==> src/rtl/icpmu_pkg.sv <==
package icpmu_pkg;
  localparam int PORT_W = 3;
  localparam int CODE_W = 5;
  localparam int SEL_W = PORT_W + CODE_W;
  localparam int NUM_SRC = 1 << SEL_W;
  localparam int SLV_PORTS = 5;
  localparam logic [CODE_W-1:0] SLV_CODE_MAX = 5'h14;
  localparam logic [CODE_W-1:0] MST_CODE_MAX = 5'h11;

  localparam logic [11:0] OFF_SEL = 12'h000;
  localparam logic [11:0] OFF_VAL = 12'h004;
  localparam logic [11:0] OFF_ENA = 12'h008;
  localparam logic [11:0] OFF_OVF = 12'h00C;
  localparam logic [11:0] OFF_GCTL = 12'h100;

  // A selector is legal when its code lies in the window of its port class.
  function automatic logic sel_in_range(input logic [SEL_W-1:0] sel);
    logic [PORT_W-1:0] port;
    logic [CODE_W-1:0] code;
    port = sel[SEL_W-1:CODE_W];
    code = sel[CODE_W-1:0];
    if (int'(port) < SLV_PORTS) return code <= SLV_CODE_MAX;
    return code <= MST_CODE_MAX;
  endfunction
endpackage

==> src/rtl/icpmu_evsel.sv <==
module icpmu_evsel
  import icpmu_pkg::*;
(
  input  logic [SEL_W-1:0]   sel,
  input  logic [NUM_SRC-1:0] evt_pulse,
  output logic               ok,
  output logic               hit
);
  assign ok  = sel_in_range(sel);
  assign hit = ok & evt_pulse[sel];
endmodule

==> src/rtl/icpmu_counter.sv <==
module icpmu_counter
  import icpmu_pkg::*;
#(
  parameter int CNT_W = 32,
  parameter bit IS_CYCLE = 1'b0
) (
  input  logic               clk,
  input  logic               rst_n,
  input  logic               we_sel,
  input  logic               we_val,
  input  logic               we_ena,
  input  logic               we_ovf,
  input  logic [31:0]        wdata,
  input  logic               master_en,
  input  logic [NUM_SRC-1:0] evt_pulse,
  output logic [CNT_W-1:0]   value,
  output logic [SEL_W-1:0]   sel,
  output logic               ena,
  output logic               ovf,
  output logic               inc,
  output logic               wrap,
  output logic               clr,
  output logic               sel_ok
);
  logic hit;

  generate
    if (IS_CYCLE) begin : g_cyc
      assign sel    = '0;
      assign hit    = 1'b1;
      assign sel_ok = 1'b1;
    end else begin : g_evt
      always_ff @(posedge clk or negedge rst_n)
        if (!rst_n) sel <= '0;
        else if (we_sel) sel <= wdata[SEL_W-1:0];
      icpmu_evsel u_evsel (.sel(sel), .evt_pulse(evt_pulse), .ok(sel_ok), .hit(hit));
    end
  endgenerate

  assign inc  = master_en & ena & hit;
  assign wrap = inc & ~we_val & (&value);
  assign clr  = we_ovf & wdata[0];

  always_ff @(posedge clk or negedge rst_n)
    if (!rst_n) value <= '0;
    else if (we_val) value <= wdata[CNT_W-1:0];
    else if (inc) value <= value + 1'b1;

  always_ff @(posedge clk or negedge rst_n)
    if (!rst_n) ena <= 1'b0;
    else if (we_ena) ena <= wdata[0];

  always_ff @(posedge clk or negedge rst_n)
    if (!rst_n) ovf <= 1'b0;
    else if (wrap) ovf <= 1'b1;
    else if (clr) ovf <= 1'b0;
endmodule

==> src/rtl/icpmu_top.sv <==
module icpmu_top
  import icpmu_pkg::*;
#(
  parameter int NUM_EVT = 4,
  parameter int CNT_W = 32,
  parameter int ADDR_W = 15
) (
  input  logic                  clk,
  input  logic                  rst_n,
  input  logic                  bus_vld,
  input  logic                  bus_wr,
  input  logic [ADDR_W-1:0]     bus_addr,
  input  logic [31:0]           bus_wdata,
  output logic [31:0]           bus_rdata,
  input  logic [NUM_SRC-1:0]    evt_pulse,
  output logic [NUM_EVT:0]      irq_ovf
);
  localparam int NUM_CNT = NUM_EVT + 1;
  localparam int PAGE_LSB = 12;
  localparam int PAGE_W = ADDR_W - PAGE_LSB;

  logic [PAGE_W-1:0] page;
  logic [11:0]       off;
  logic              wr_go;
  logic              master_en;

  logic [CNT_W-1:0] cnt_val [NUM_CNT];
  logic [SEL_W-1:0] cnt_sel [NUM_CNT];
  logic [NUM_CNT-1:0] cnt_ena, cnt_ovf;
  logic [NUM_CNT-1:0] inc_vec, wrap_vec, clr_vec, sel_ok_vec;

  assign page  = bus_addr[ADDR_W-1:PAGE_LSB];
  assign off   = bus_addr[PAGE_LSB-1:0];
  assign wr_go = bus_vld & bus_wr;

  always_ff @(posedge clk or negedge rst_n)
    if (!rst_n) master_en <= 1'b0;
    else if (wr_go && page == '0 && off == OFF_GCTL) master_en <= bus_wdata[0];

  generate
    for (genvar i = 0; i < NUM_CNT; i++) begin : g_cnt
      logic pg_hit;
      assign pg_hit = wr_go && (page == PAGE_W'(i));
      icpmu_counter #(.CNT_W(CNT_W), .IS_CYCLE(i == 0)) u_cnt (
        .clk(clk), .rst_n(rst_n),
        .we_sel(pg_hit && off == OFF_SEL),
        .we_val(pg_hit && off == OFF_VAL),
        .we_ena(pg_hit && off == OFF_ENA),
        .we_ovf(pg_hit && off == OFF_OVF),
        .wdata(bus_wdata), .master_en(master_en), .evt_pulse(evt_pulse),
        .value(cnt_val[i]), .sel(cnt_sel[i]), .ena(cnt_ena[i]), .ovf(cnt_ovf[i]),
        .inc(inc_vec[i]), .wrap(wrap_vec[i]), .clr(clr_vec[i]), .sel_ok(sel_ok_vec[i])
      );
    end
  endgenerate

  assign irq_ovf = cnt_ovf;

  always_comb begin
    bus_rdata = '0;
    if (bus_vld && !bus_wr) begin
      if (page == '0 && off == OFF_GCTL)
        bus_rdata = {16'b0, 5'(NUM_EVT), 10'b0, master_en};
      for (int i = 0; i < NUM_CNT; i++) begin
        if (page == PAGE_W'(i)) begin
          case (off)
            OFF_SEL: bus_rdata = 32'(cnt_sel[i]);
            OFF_VAL: bus_rdata = 32'(cnt_val[i]);
            OFF_ENA: bus_rdata = 32'(cnt_ena[i]);
            OFF_OVF: bus_rdata = 32'(cnt_ovf[i]);
            default: ;
          endcase
        end
      end
    end
  end
endmodule

==> config.mk <==
export PLATFORM = sky130hd
export DESIGN_NAME = icpmu_top
export DESIGN_NICKNAME = d
export VERILOG_FILES = /design/src/rtl/icpmu_pkg.sv /design/src/rtl/icpmu_evsel.sv /design/src/rtl/icpmu_counter.sv /design/src/rtl/icpmu_top.sv
export SDC_FILE = /design/constraint.sdc
export NUM_CORES = 1
export LEC_CHECK = 0
export BUFFER_PORTS_ARGS = -buffer_cell sky130_fd_sc_hd__buf_4
export CAP_MARGIN = 20
export CORE_AREA = 2 2 262 213
export DETAILED_ROUTE_END_ITERATION = 8
export DIE_AREA = 0 0 264 215
export PLACE_DENSITY = 0.72
export SETUP_SLACK_MARGIN = 0.15
export SYNTH_ARGS = -nofsm -noshare
export SYNTH_HDL_FRONTEND = slang
export SYNTH_SLANG_ARGS = --single-unit
==> constraint.sdc <==
create_clock -name clk -period 3.1 [get_ports clk]
set_input_delay 0.465 -clock clk [delete_from_list [all_inputs] [get_ports clk]]
set_output_delay 0.465 -clock clk [all_outputs]
set_load 0.005 [all_outputs]
==> impl_metrics.py <==
metrics = {
    "outcome": {
        "outcome": "finished with violations",
        "failed_checks": "negative hold slack, negative setup slack",
    },
    "routing": {
        "drt_iter0_drc": 3966,
        "drc": 0,
        "avgViaCountPerCell": 6.79,
        "finalWirelength_um": 105000,
        "vias": 24100,
        "ant_nets": 0,
        "wire_per_inst_um": 29.7,
        "firstDrtPassIters": 8,
    },
    "logic_synthesis": {
        "yosys.area_share.simple_pct": 17.8,
        "syn_nets": 2501,
        "synth_area_leaders": "mux4_2 24%, dfrtp_1 24%, xnor2_1 4.3%",
        "netlist_area_sq_um": 21400,
        "synth-edff-count": 0,
        "yosysWarnings": 0,
        "ys_seq_elements": 203,
        "synth_top_cell_by_area": "mux4_2",
        "synth_compound_area_share_pct": 14.7,
        "synth_top_family_by_area": "multiplexers",
        "synth_cell_types": 85,
        "synthAdderAreaFrac_pct": 0.292,
        "synth_top_area_share_pct": 24.4,
        "ys_seq_area_share_pct": 23.7,
        "synth_top_flop_cell": "dfrtp_1",
        "muxShareOfSynthArea_pct": 32.3,
        "synth_async_sr_flop_share_pct": 100,
        "syn_area_per_cell_sq_um": 9.79,
        "synth_cells": 2189,
        "synth-xor-area-share_pct": 5.35,
    },
    "floorplan": {
        "coreArea_sq_um": 54300,
        "rows": 77,
        "io_pins": 344,
        "initial_core_util_pct": 39.4,
        "dieWidth_um": 264,
        "die-area_sq_um": 56800,
        "fp.dieH_um": 215,
    },
    "finish": {
        "area_delta_synth_final_pct": 45.5,
        "nets": 3130,
        "fin_cells": 3549,
        "drive_gt1_share_pct": 49.8,
        "final_core_util_pct": 57.4,
    },
    "placed_design": {
        "place.gp.congestion": 1.11,
        "place_ws_ns": -0.860,
        "port_buffers": 343,
        "dp_cells": 3409,
        "hpwlAfterDp_um": 77900,
    },
    "setup_path": {
        "cp-start-kind": "flip-flop",
        "cp.depth": 13,
        "reg2reg_slack_ns": -0.37,
        "worstRegToRegCells": 13,
        "crit_chain": "buf_12 -> buf_16 -> buf_4 -> mux4_2 -> nor3_1 -> nor3_2 -> a311oi_2 -> o32a_4 -> buf_12 -> nor3_4 -> buf_6 -> nand4_1 -> a31o_2",
        "timing.rr.start": "g_cnt[2].u_cnt.sel[0]",
        "crit_required_ns": 3.51,
        "path_delay_family": "compound AO/OA/AOI/OAI gates",
        "worstSetupPathType": "flip-flop to flip-flop",
        "worst-path-buf-inv": 5,
        "max_stage_delay_ns": 0.59,
        "r2r_end": "g_cnt[2].u_cnt.value[18]",
        "crit_top_cell": "buf_12",
        "arrival_ns": 3.88,
        "critPathLaunch": "g_cnt[2].u_cnt.sel[0]",
        "crit_path_max_fanout": 8,
        "cp-end-kind": "flip-flop",
        "cp-endpoint": "g_cnt[2].u_cnt.value[18]",
        "slowest_stage": "dfrtp_4",
    },
    "global_routing": {
        "grt_usage_pct": 34.8,
        "grt_max_degree": 83,
        "grt_pass1_vias": 22800,
        "antenna_found_initial": 2,
        "grt_overflow_total": 0,
        "grt_pass1_wl_um": 149000,
    },
    "job": {
        "max-cap-violations": 0,
    },
    "clocking": {
        "cts-root-buf": "clkbuf_16",
        "cts_tree": "built",
        "cts_max_level": 1,
        "cts_buffers": 24,
        "insertion_delay_ns": 0.53,
        "cts_buffer_depth": 3,
        "cts_sinks": 203,
        "clkTransAtPathRegs_ns": 0.06,
        "postCtsHoldBufs": 0,
    },
    "timing": {
        "final_hold_viol_count": 5,
        "hold_ws_ns": -0.0113,
        "min_period_over_period_pct": 112,
        "fin_skew_ns": 0.0138,
        "fmax_mhz": 288,
        "worst_slack_ns": -0.371,
        "setup_viol_count_final": 137,
        "worst_pin_slew_ns": 1.13,
        "drv_slew": 0,
        "period_minus_slack_ns": 3.47,
        "rsz0062_at_grt": "yes",
        "slew_headroom_pct": 24.6,
    },
    "power": {
        "p_leak_nw": 11.8,
        "irDropWorstVdd_mv": 0.403,
        "power_mw": 7.05,
        "pwr_density_cell_nw_per_um2": 226,
    },
    "hold_path": {
        "min_path_type": "input port to async pin",
    },
}
==> report_power, final <==
part	internal, mW	switching (mW)
clock network	1.73	1.22
registers	2.67	0.0369
logic	0.708	0.676
==> per-stage QoR <==
| step | cell area (sq um) | TNS [ns] |
|---|---|---|
| 2_1_floorplan | 21400 | 0 |
| 3_3_place_gp | 27000 | -53.32 |
| 3_5_place_dp | 27000 | -53.90 |
| 4_1_cts | 29600 | -17.39 |
| 5_1_grt | 31200 | -36.75 |
| 6_report | 31200 | -30.18 |
==> cells in the final DEF, fill, tap and decap left out, types with 20 or more instances in the layout <==
| cell type | instances |
|---|---|
| a21oi_1 | 88 |
| a21oi_2 | 26 |
| a221oi_1 | 25 |
| a22oi_1 | 48 |
| a31oi_1 | 23 |
| and3_1 | 35 |
| buf_12 | 53 |
| buf_4 | 655 |
| buf_6 | 67 |
| clkbuf_16 | 36 |
| dfrtp_1 | 195 |
| inv_1 | 20 |
| mux2_2 | 41 |
| mux2i_1 | 87 |
| mux4_2 | 235 |
| nand2_1 | 209 |
| nand3_1 | 73 |
| nand4_1 | 23 |
| nor2_1 | 130 |
| nor2b_1 | 23 |
| nor3_4 | 21 |
| nor4_2 | 20 |
| o21ai_0 | 37 |
| o21ai_1 | 82 |
| xnor2_1 | 100 |
| xor2_1 | 24 |
==> final cells by class <==
class / instances / area, sq um
antenna: 2 / 5.00
clock buffer: 33 / 696
timing repair buffer: 808 / 7470
multi-input combinational: 1759 / 16800
sequential: 203 / 5100
inverter: 22 / 82.6
tap: 711 / 890
fill: 4385 / 23200
clock inverter: 11 / 108
==> layer usage <==
metal | vias up | GRT usage [%] | share of wire [%] | wire length (um)
li1 | 9796 | - | - | -
met1 | 12000 | 48.7 | 38 | 40400
met2 | 1899 | 50.8 | 42 | 44600
met3 | 350 | 12.0 | 15 | 15900
met4 | 0 | 10.2 | 4.1 | 4360
met5 | - | 0 | 0 | 0
==> state kept, by name, indices dropped and copies added, names as in the netlist <==
signal and count:
g_cnt.u_cnt.value 160, g_cnt.u_cnt.sel 32, g_cnt.u_cnt.ena 5, g_cnt.u_cnt.ovf 5
master_en 1
==> cells in the mapped netlist, types with 17 or more instances <==
cell      instances
buf_4            17
and3_1           39
nor3b_1          18
nand2_1         217
and2_1           21
o21ai_0         112
mux2_2           48
buf_2            42
xnor2_1         106
buf_6            18
clkbuf_1        108
xor2_1           25
a21oi_1         123
nand3_1          78
inv_1            20
a31oi_1          24
nor3_1           50
nor4_1           41
nor2_1          145
o21ai_1          24
nand4_1          23
mux2i_1          92
nor2b_1          29
a22oi_1          63
dfrtp_1         203
a221oi_1         35
mux4_2          232
==> cell families (layout without fill, tap and decap cells) <==
| group | count (synthesis) | after routing |
|---|---|---|
| buffers and inverters | 229 | 874 |
| multiplexers | 381 | 381 |
| other | 0 | 2 |
| AO/OA/AOI/OAI | 489 | 489 |
| flip-flops | 203 | 203 |
| XOR/XNOR | 131 | 131 |
| adder cells (fa/ha/maj) | 5 | 5 |
| AND/OR/NAND/NOR | 751 | 753 |
==> worst min-delay path by stage <==
stage                       start                  endpoint  slack (ns)
2_1_floorplan               rst_n        g_cnt[0].u_cnt.ena        0.17
3_3_place_gp   g_cnt[0].u_cnt.ena        g_cnt[0].u_cnt.ena        0.53
3_5_place_dp   g_cnt[0].u_cnt.ena        g_cnt[0].u_cnt.ena        0.54
4_1_cts                     rst_n  g_cnt[1].u_cnt.value[14]        0.03
5_1_grt                     rst_n  g_cnt[1].u_cnt.value[26]        0.05
6_report                    rst_n  g_cnt[1].u_cnt.value[26]       -0.01
==> timing repair <==
action | 4_1_cts | 5_1_grt
gates cloned | 11 | 15
gates resized for setup | 262 | 265
pin swaps | 92 | 150
endpoints found under the setup margin | 163 | 161
endpoints found under the hold margin | 0 | 0
setup buffers | 48 | 21
(Power assumes the default switching activity.)
